[config.mk]
export PLATFORM = sky130hd
export DESIGN_NAME = dmStrobeCache
export DESIGN_NICKNAME = d
export VERILOG_FILES = /design/src/rtl/cacheTypesPkg.sv /design/src/rtl/cacheStrobeCtrl.sv /design/src/rtl/cacheLineStore.sv /design/src/rtl/dmStrobeCache.sv
export SDC_FILE = /design/constraint.sdc
export NUM_CORES = 1
export LEC_CHECK = 0
export BUFFER_PORTS_ARGS = -buffer_cell sky130_fd_sc_hd__buf_2
export CAP_MARGIN = 10
export CORE_MARGIN = 4
export CORE_UTILIZATION = 50
export DETAILED_ROUTE_END_ITERATION = 10
export PLACE_DENSITY = 0.77
export SLEW_MARGIN = 20
export SYNTH_ARGS = -nofsm -noshare
export SYNTH_HDL_FRONTEND = slang
export SYNTH_HIERARCHICAL = 1
export SYNTH_SLANG_ARGS = --single-unit
[constraint.sdc]
create_clock -name clk -period 4.31 [get_ports clk]
set_input_delay 1.0775 -clock clk [delete_from_list [all_inputs] [get_ports clk]]
set_output_delay 1.0775 -clock clk [all_outputs]
set_load 0.03 [all_outputs]
[src/rtl/cacheTypesPkg.sv]
`timescale 1ns/1ps
package cacheTypesPkg;
  // Internal enables granted by the control to the storage
  typedef struct packed {
    logic rdEn;   // byte read, qualified by select and hit
    logic wrEn;   // byte write, qualified by select and hit
    logic blkEn;  // whole-line fill, qualified by select
    logic vldEn;  // valid-flag write, qualified by select
  } strobe_t;
endpackage

[src/rtl/cacheStrobeCtrl.sv]
`timescale 1ns/1ps
module cacheStrobeCtrl
  import cacheTypesPkg::*;
(
  input  logic    clk,
  input  logic    rstN,
  input  logic    csN,
  input  logic    rdN,
  input  logic    wrN,
  input  logic    blkWrN,
  input  logic    vldWrN,
  input  logic    lineHit,
  output strobe_t strb,
  output logic    hitN
);
  logic selected;

  always_comb begin
    selected   = ~csN;
    strb.rdEn  = selected & ~rdN & lineHit;
    strb.wrEn  = selected & ~wrN & lineHit;
    strb.blkEn = selected & ~blkWrN;
    strb.vldEn = selected & ~vldWrN;
    hitN       = ~(selected & lineHit);
  end

  AST_DESELECT_QUIET: assert property (@(posedge clk) disable iff (!rstN)
    csN |-> (strb == '0 && hitN));

  AST_GRANT_NEEDS_HIT: assert property (@(posedge clk) disable iff (!rstN)
    (strb.rdEn || strb.wrEn) |-> !hitN);
endmodule

[src/rtl/cacheLineStore.sv]
`timescale 1ns/1ps
module cacheLineStore
  import cacheTypesPkg::*;
#(
  parameter int ADDR_W = 12,
  parameter int OFF_W  = 3,
  parameter int IDX_W  = 2,
  localparam int TAG_W = ADDR_W - OFF_W - IDX_W,
  localparam int BYTES = 1 << OFF_W,
  localparam int LINES = 1 << IDX_W,
  localparam int BLK_W = 8 * BYTES
)(
  input  logic              clk,
  input  logic              rstN,
  input  strobe_t           strb,
  input  logic [ADDR_W-1:0] addr,
  input  logic [7:0]        wrByte,
  input  logic [BLK_W-1:0]  blkData,
  input  logic              vldIn,
  output logic              lineHit,
  output logic [7:0]        rdByte
);
  logic [OFF_W-1:0] offset;
  logic [IDX_W-1:0] idx;
  logic [TAG_W-1:0] tagIn;

  logic [LINES-1:0][TAG_W-1:0]      tagMem;
  logic [LINES-1:0]                 validMem;
  logic [LINES-1:0][BYTES-1:0][7:0] dataMem;

  logic [LINES-1:0] lineSel;
  logic [LINES-1:0] lineMatch;
  logic [BYTES-1:0] colEn;

  assign offset = addr[OFF_W-1:0];
  assign idx    = addr[OFF_W+IDX_W-1:OFF_W];
  assign tagIn  = addr[ADDR_W-1:OFF_W+IDX_W];

  // Line decode and per-line match
  for (genvar l = 0; l < LINES; l++) begin : gLine
    assign lineSel[l]   = (idx == IDX_W'(l));
    assign lineMatch[l] = lineSel[l] & validMem[l] & (tagMem[l] == tagIn);
  end
  assign lineHit = |lineMatch;

  // Column enables: every column during a fill, else the offset column
  for (genvar c = 0; c < BYTES; c++) begin : gCol
    assign colEn[c] = strb.blkEn | (strb.wrEn & (offset == OFF_W'(c)));
  end

  always_ff @(posedge clk) begin
    if (!rstN) begin
      validMem <= '0;
      tagMem   <= '0;
      dataMem  <= '0;
    end else begin
      for (int l = 0; l < LINES; l++) begin
        if (lineSel[l]) begin
          if (strb.blkEn) tagMem[l] <= tagIn;
          if (strb.vldEn) validMem[l] <= vldIn;
          for (int c = 0; c < BYTES; c++) begin
            if (colEn[c])
              dataMem[l][c] <= strb.blkEn ? blkData[8*c +: 8] : wrByte;
          end
        end
      end
    end
  end

  assign rdByte = strb.rdEn ? dataMem[idx][offset] : 8'h00;

  AST_SINGLE_MATCH: assert property (@(posedge clk) disable iff (!rstN)
    $onehot0(lineMatch));

  AST_IDLE_READ_ZERO: assert property (@(posedge clk) disable iff (!rstN)
    !strb.rdEn |-> (rdByte == 8'h00));

  AST_NO_WRITE_HOLDS: assert property (@(posedge clk) disable iff (!rstN)
    (!strb.wrEn && !strb.blkEn) |=> $stable(dataMem));

  AST_FILL_TAG: assert property (@(posedge clk) disable iff (!rstN)
    strb.blkEn |=> (tagMem[$past(idx)] == $past(tagIn)));

  AST_FILL_DATA: assert property (@(posedge clk) disable iff (!rstN)
    strb.blkEn |=> (dataMem[$past(idx)] == $past(blkData)));

  AST_VALID_STORED: assert property (@(posedge clk) disable iff (!rstN)
    strb.vldEn |=> (validMem[$past(idx)] == $past(vldIn)));
endmodule

[src/rtl/dmStrobeCache.sv]
`timescale 1ns/1ps
module dmStrobeCache
  import cacheTypesPkg::*;
#(
  parameter int ADDR_W = 12,
  parameter int OFF_W  = 3,
  parameter int IDX_W  = 2,
  localparam int BLK_W = 8 * (1 << OFF_W)
)(
  input  logic              clk,
  input  logic              rstN,
  input  logic              csN,
  input  logic              rdN,
  input  logic              wrN,
  input  logic              blkWrN,
  input  logic              vldWrN,
  input  logic [ADDR_W-1:0] addr,
  input  logic [7:0]        wrByte,
  input  logic [BLK_W-1:0]  blkData,
  input  logic              vldIn,
  output logic              hitN,
  output logic [7:0]        rdByte
);
  strobe_t strb;
  logic    lineHit;

  cacheStrobeCtrl uCtrl (
    .clk(clk), .rstN(rstN), .csN(csN), .rdN(rdN), .wrN(wrN),
    .blkWrN(blkWrN), .vldWrN(vldWrN), .lineHit(lineHit),
    .strb(strb), .hitN(hitN)
  );

  cacheLineStore #(.ADDR_W(ADDR_W), .OFF_W(OFF_W), .IDX_W(IDX_W)) uStore (
    .clk(clk), .rstN(rstN), .strb(strb), .addr(addr), .wrByte(wrByte),
    .blkData(blkData), .vldIn(vldIn), .lineHit(lineHit), .rdByte(rdByte)
  );
endmodule

After elaboration in Yosys (flattened, before gate mapping)

Cells that the tools add are included.

Register bits after elaboration: 288
Output and inout port bits: 9
Bits of input ports: 92

Bitwise gates (word level): 37
Multiplexer cells: 13
Reductions and logical operators: 43
Eq/ne operators: 14
Magnitude comparators: 2

Operator list:

| operator                                                    | number |
|---|---|
| binary-select mux 64 bit (select 2 bit)                     | 1 |
| 2-to-1 mux 8 bit                                            | 10 |
| AND reduction 2 bit                                         | 40 |
| 2-to-1 mux 64 bit                                           | 1 |
| == test 7 bit                                               | 4 |
| binary-select mux 8 bit (select 3 bit)                      | 1 |
| AND 1 bit                                                   | 23 |
| == test 3 bit (second input constant)                       | 4 |
| OR 1 bit                                                    | 8 |
| == test 3 x 2 -> 1 bit (second input constant)              | 2 |
| inverter 1 bit                                              | 6 |
| == test 2 bit (second input constant)                       | 2 |
| less-than comparator 3 x 4 -> 1 bit (second input constant) | 1 |
| OR reduction 4 bit                                          | 1 |
| == test 3 x 1 -> 1 bit (second input constant)              | 1 |
| logical NOT 3 bit                                           | 1 |
| less-than comparator 2 x 3 -> 1 bit (second input constant) | 1 |
| == test 2 x 1 -> 1 bit (second input constant)              | 1 |
| logical NOT 2 bit                                           | 1 |

Depth between registers and ports, before layout

Word-level depth: 8
Depth in mapped cells: 13

Hierarchy

Netlist, hierarchy kept.

Modules (own cells, without submodules):

| module          | area an instance (um^2) | cells each | times used | seq. area each (um^2) |
|---|---|---|---|---|
| cacheLineStore  | 13,422.9                | 1,322      | 1          | 5,765.5 |
| cacheStrobeCtrl | 28.8                    | 5          | 1          | 0.0 |

Least setup slack after synthesis

Ideal clock, no wire load.

Path kind: input to output
Start: in addr[4]
End: out rdByte[0]
Slack: 0.364 ns
Arrival time: 2.868 ns
Stages: 10
Path through: buf_2 > buf_6 > buf_6 > nand2_2 > nor4_1 > nand3_1 > nand4_1 > nor3b_1 > buf_1 > o311a_1

RTL lines:

| what               | line                | text |
|---|---|---|
| start: declaration | dmStrobeCache.sv:17 | `input logic [ADDR_W-1:0] addr,` |
| end: declaration   | dmStrobeCache.sv:22 | `output logic [7:0] rdByte` |

==> run metrics <==
status complete, no violations; via density per instance 6.16; Seq pwr share 0.477; Post-CTS Setup Inserts 0; router iterations before antenna repair 5; share of the synthesized area in the top cell type 0.429; FF-to-FF path depth 11; post-synthesis xor/xnor area fraction 0.0182; Req. time, crit path 3.23 ns; Slew @ Worst Pin 1.10 ns; GPL Wtd Cong 0.902; clock-pin slew on the worst setup and hold paths 0.06 ns; arrival time worst endpoint 3.08 ns; Worst VDD drop 322 uV; IO Count 101; DRC viols 0; # setup viols final 0; number of distinct library cells after synthesis 42; DIE HEIGHT 172 microns; clock latency on the worst-skew pair 0.55 ns; Area growth syn-to-layout 14.2%; number of enable flip-flop cells after synthesis 0; DRT Wirelength 37,400 microns; Setup Total Neg Slack 0 ns; synthesized area 0.0135 sq mm; All-Layer GR Usage 0.245; Chip Width 172 microns; Final Max Slew Viols 0; crit path capture type output pin; fraction of layout cells with a size suffix above 1 0.196; # H-tree levels 1; max cap viols 0; switch share 0.250; Synth Area in Adders 0; vias 10,900; Min-Delay Endpoint uStore/dataMem[56]; num rows 59; first-pass GRT wire length 57,400 microns; slew margin rel. 0.264; hold_buf cts 0; Gate Count Post-Synth 1,327; Comb pwr share 0.104; initial antenna violation count 1; Critical Path Fanout Max 23; GR Overflow Total 0; largest net degree at the start of global routing 148; reg2reg setup slack 1.27 ns; CTS tree yes; vias in the first global route 10,700; syn nets 1,419; unrepaired setup endpoints after global routing false; CTS resizes 0; Sw Pwr 1.47 mW; worst r2r dst uStore/dataMem[131]; YS warnings 6; Power Density 382 mW/mm^2; Worst Hold Class reg -> reg; post-DP HPWL 24,600 microns; Hold Path Stages 1; Worst setup SP type primary input; minimum clock period 4.16 ns; synth cell count leaders dfxtp_1 (288), nand2_1 (288), o211a_1 (256), a21oi_1 (96), clkbuf_1 (60); Initial Util 0.512; TritonCTS buffer count 30; post-synthesis sequential area ratio 0.429; Synth Area in Compound Gates 0.252; Design Power 5.87 mW; Final ANT Viol Nets 0; die area 0.0296 sq mm; number of hold violations in the final report 0; Nets 1,496; critical path type in -> out; r2r startpoint uStore/tagMem[4]; core area 0.0263 sq mm; Clock Tree Buf Depth 3; initial drt markers 1,080; n_diodes 0; # clock sinks 288; Mapped Avg Cell Area 10.1 sq um; final core occ 0.585; Post-synth ARST share 0; main combinational cell family by area after synthesis compound AO/OA/AOI/OAI gates; Worst Min Path Start uStore/dataMem[56]; P_leak 8.79 nW; Area contributors post-synth dfxtp_1 (43%), o211a_1 (19%), mux4_2 (8.2%); flops & latches, synth 288; post-synthesis simple-gate area fraction 0.124; clock share of power 0.419; Final period util 0.966; Main synth FF type dfxtp_1; IO Port Bufs 100; Synth area leader dfxtp_1; Avg WL per Cell 21.2 microns; Power Internal 4.40 mW; worst clock skew 0.0120 ns; clock root cell clkbuf_16; mux cell area share after synthesis 0.134; f_max 0.240 GHz
[layout make-up]
type	count	area, sq um
Fill cell	2233	10900
Multi-Input combinational cell	916	7120
Sequential cell	288	5770
Timing Repair Buffer	165	1120
Clock buffer	46	882
Tap cell	335	419
Clock inverter	9	47.5
Inverter	3	11.3
[logic make-up (layout without fill, tap and decap cells)]
family / count (synthesis) / after routing
AO/OA/AOI/OAI: 390 / 390
flip-flops: 288 / 288
multiplexers: 118 / 118
buffers and inverters: 123 / 223
XOR/XNOR: 28 / 28
AND/OR/NAND/NOR: 380 / 380
[power groups by stage]
stage          Sequential (mW)  Clock (mW)  Combinational [mW]
2_1_floorplan             2.84           0               0.403
3_3_place_gp              2.85           0               0.593
3_5_place_dp              2.86           0               0.604
4_1_cts                   2.80        2.48               0.608
5_1_grt                   2.81        2.59               0.657
6_report                  2.80        2.46               0.613
[routing by layer]
metal	global-route usage	wire (microns)	vias to the layer above
met5	0	8	-
met3	0.0476	2760	98
met2	0.396	17200	389
met4	0.0919	1450	2
li1	-	-	5045
met1	0.328	16000	5316
[metrics by stage]
step                      hold WS [ns]  cells  setup slack [ns]  cell area (sq um)
after floorplan                  0.444   1327             0.364              13500
after global placement           0.474   1707             0.257              14400
after detailed placement         0.480   1707             0.161              14400
after CTS                        0.495   1762             0.150              15400
after global routing             0.509   1762            0.0187              15400
final                            0.494   1762             0.149              15400
[critical path: stages]
cell      delay, ns
buf_2          0.14
buf_12         0.17
nand2b_1       0.18
nor4_1         0.27
nand3_1        0.15
nand4_1        0.17
nor3b_1        0.23
buf_4          0.23
o311a_1        0.23
buf_2          0.22
[registers in the layout (all words and copies together) (netlist names)]
name and cells:
uStore/dataMem 256, uStore/tagMem 28, uStore/validMem 4
[worst max-delay path by stage]
stage               slack [ns]  startpoint  depth (start not counted)         to
global route              0.02     addr[9]                          9  rdByte[6]
CTS                       0.15     addr[9]                          9  rdByte[6]
floorplan                 0.36     addr[4]                         10  rdByte[0]
global placement          0.26     addr[3]                         10  rdByte[6]
detailed placement        0.16     addr[9]                          9  rdByte[6]
finish                    0.15     addr[3]                         10  rdByte[6]
[layout by cell type (no fill, tap or decap), types with 3 or more instances in the layout]
master,synthesis,layout
o311a_1,8,8
clkinv_2,0,8
o221ai_1,7,7
dfxtp_1,288,288
o211a_1,256,256
mux2i_1,59,59
and2_1,8,8
nand4b_1,3,3
nor2_1,7,6
nor2b_1,42,42
mux4_2,49,49
clkbuf_16,0,31
clkbuf_8,0,6
nand2b_1,3,3
a21oi_1,96,96
buf_4,3,56
xor2_1,28,28
clkbuf_1,60,10
nand2_1,288,288
mux2_2,10,10
o22a_1,3,3
o211ai_1,5,5
a221oi_1,5,5
nor4_1,8,8
buf_2,45,98
nand3_1,8,8
nand4bb_1,3,3
o2111ai_1,3,3
nor3b_1,3,3
buf_12,0,10
Power figures use the tool's default switching activity.
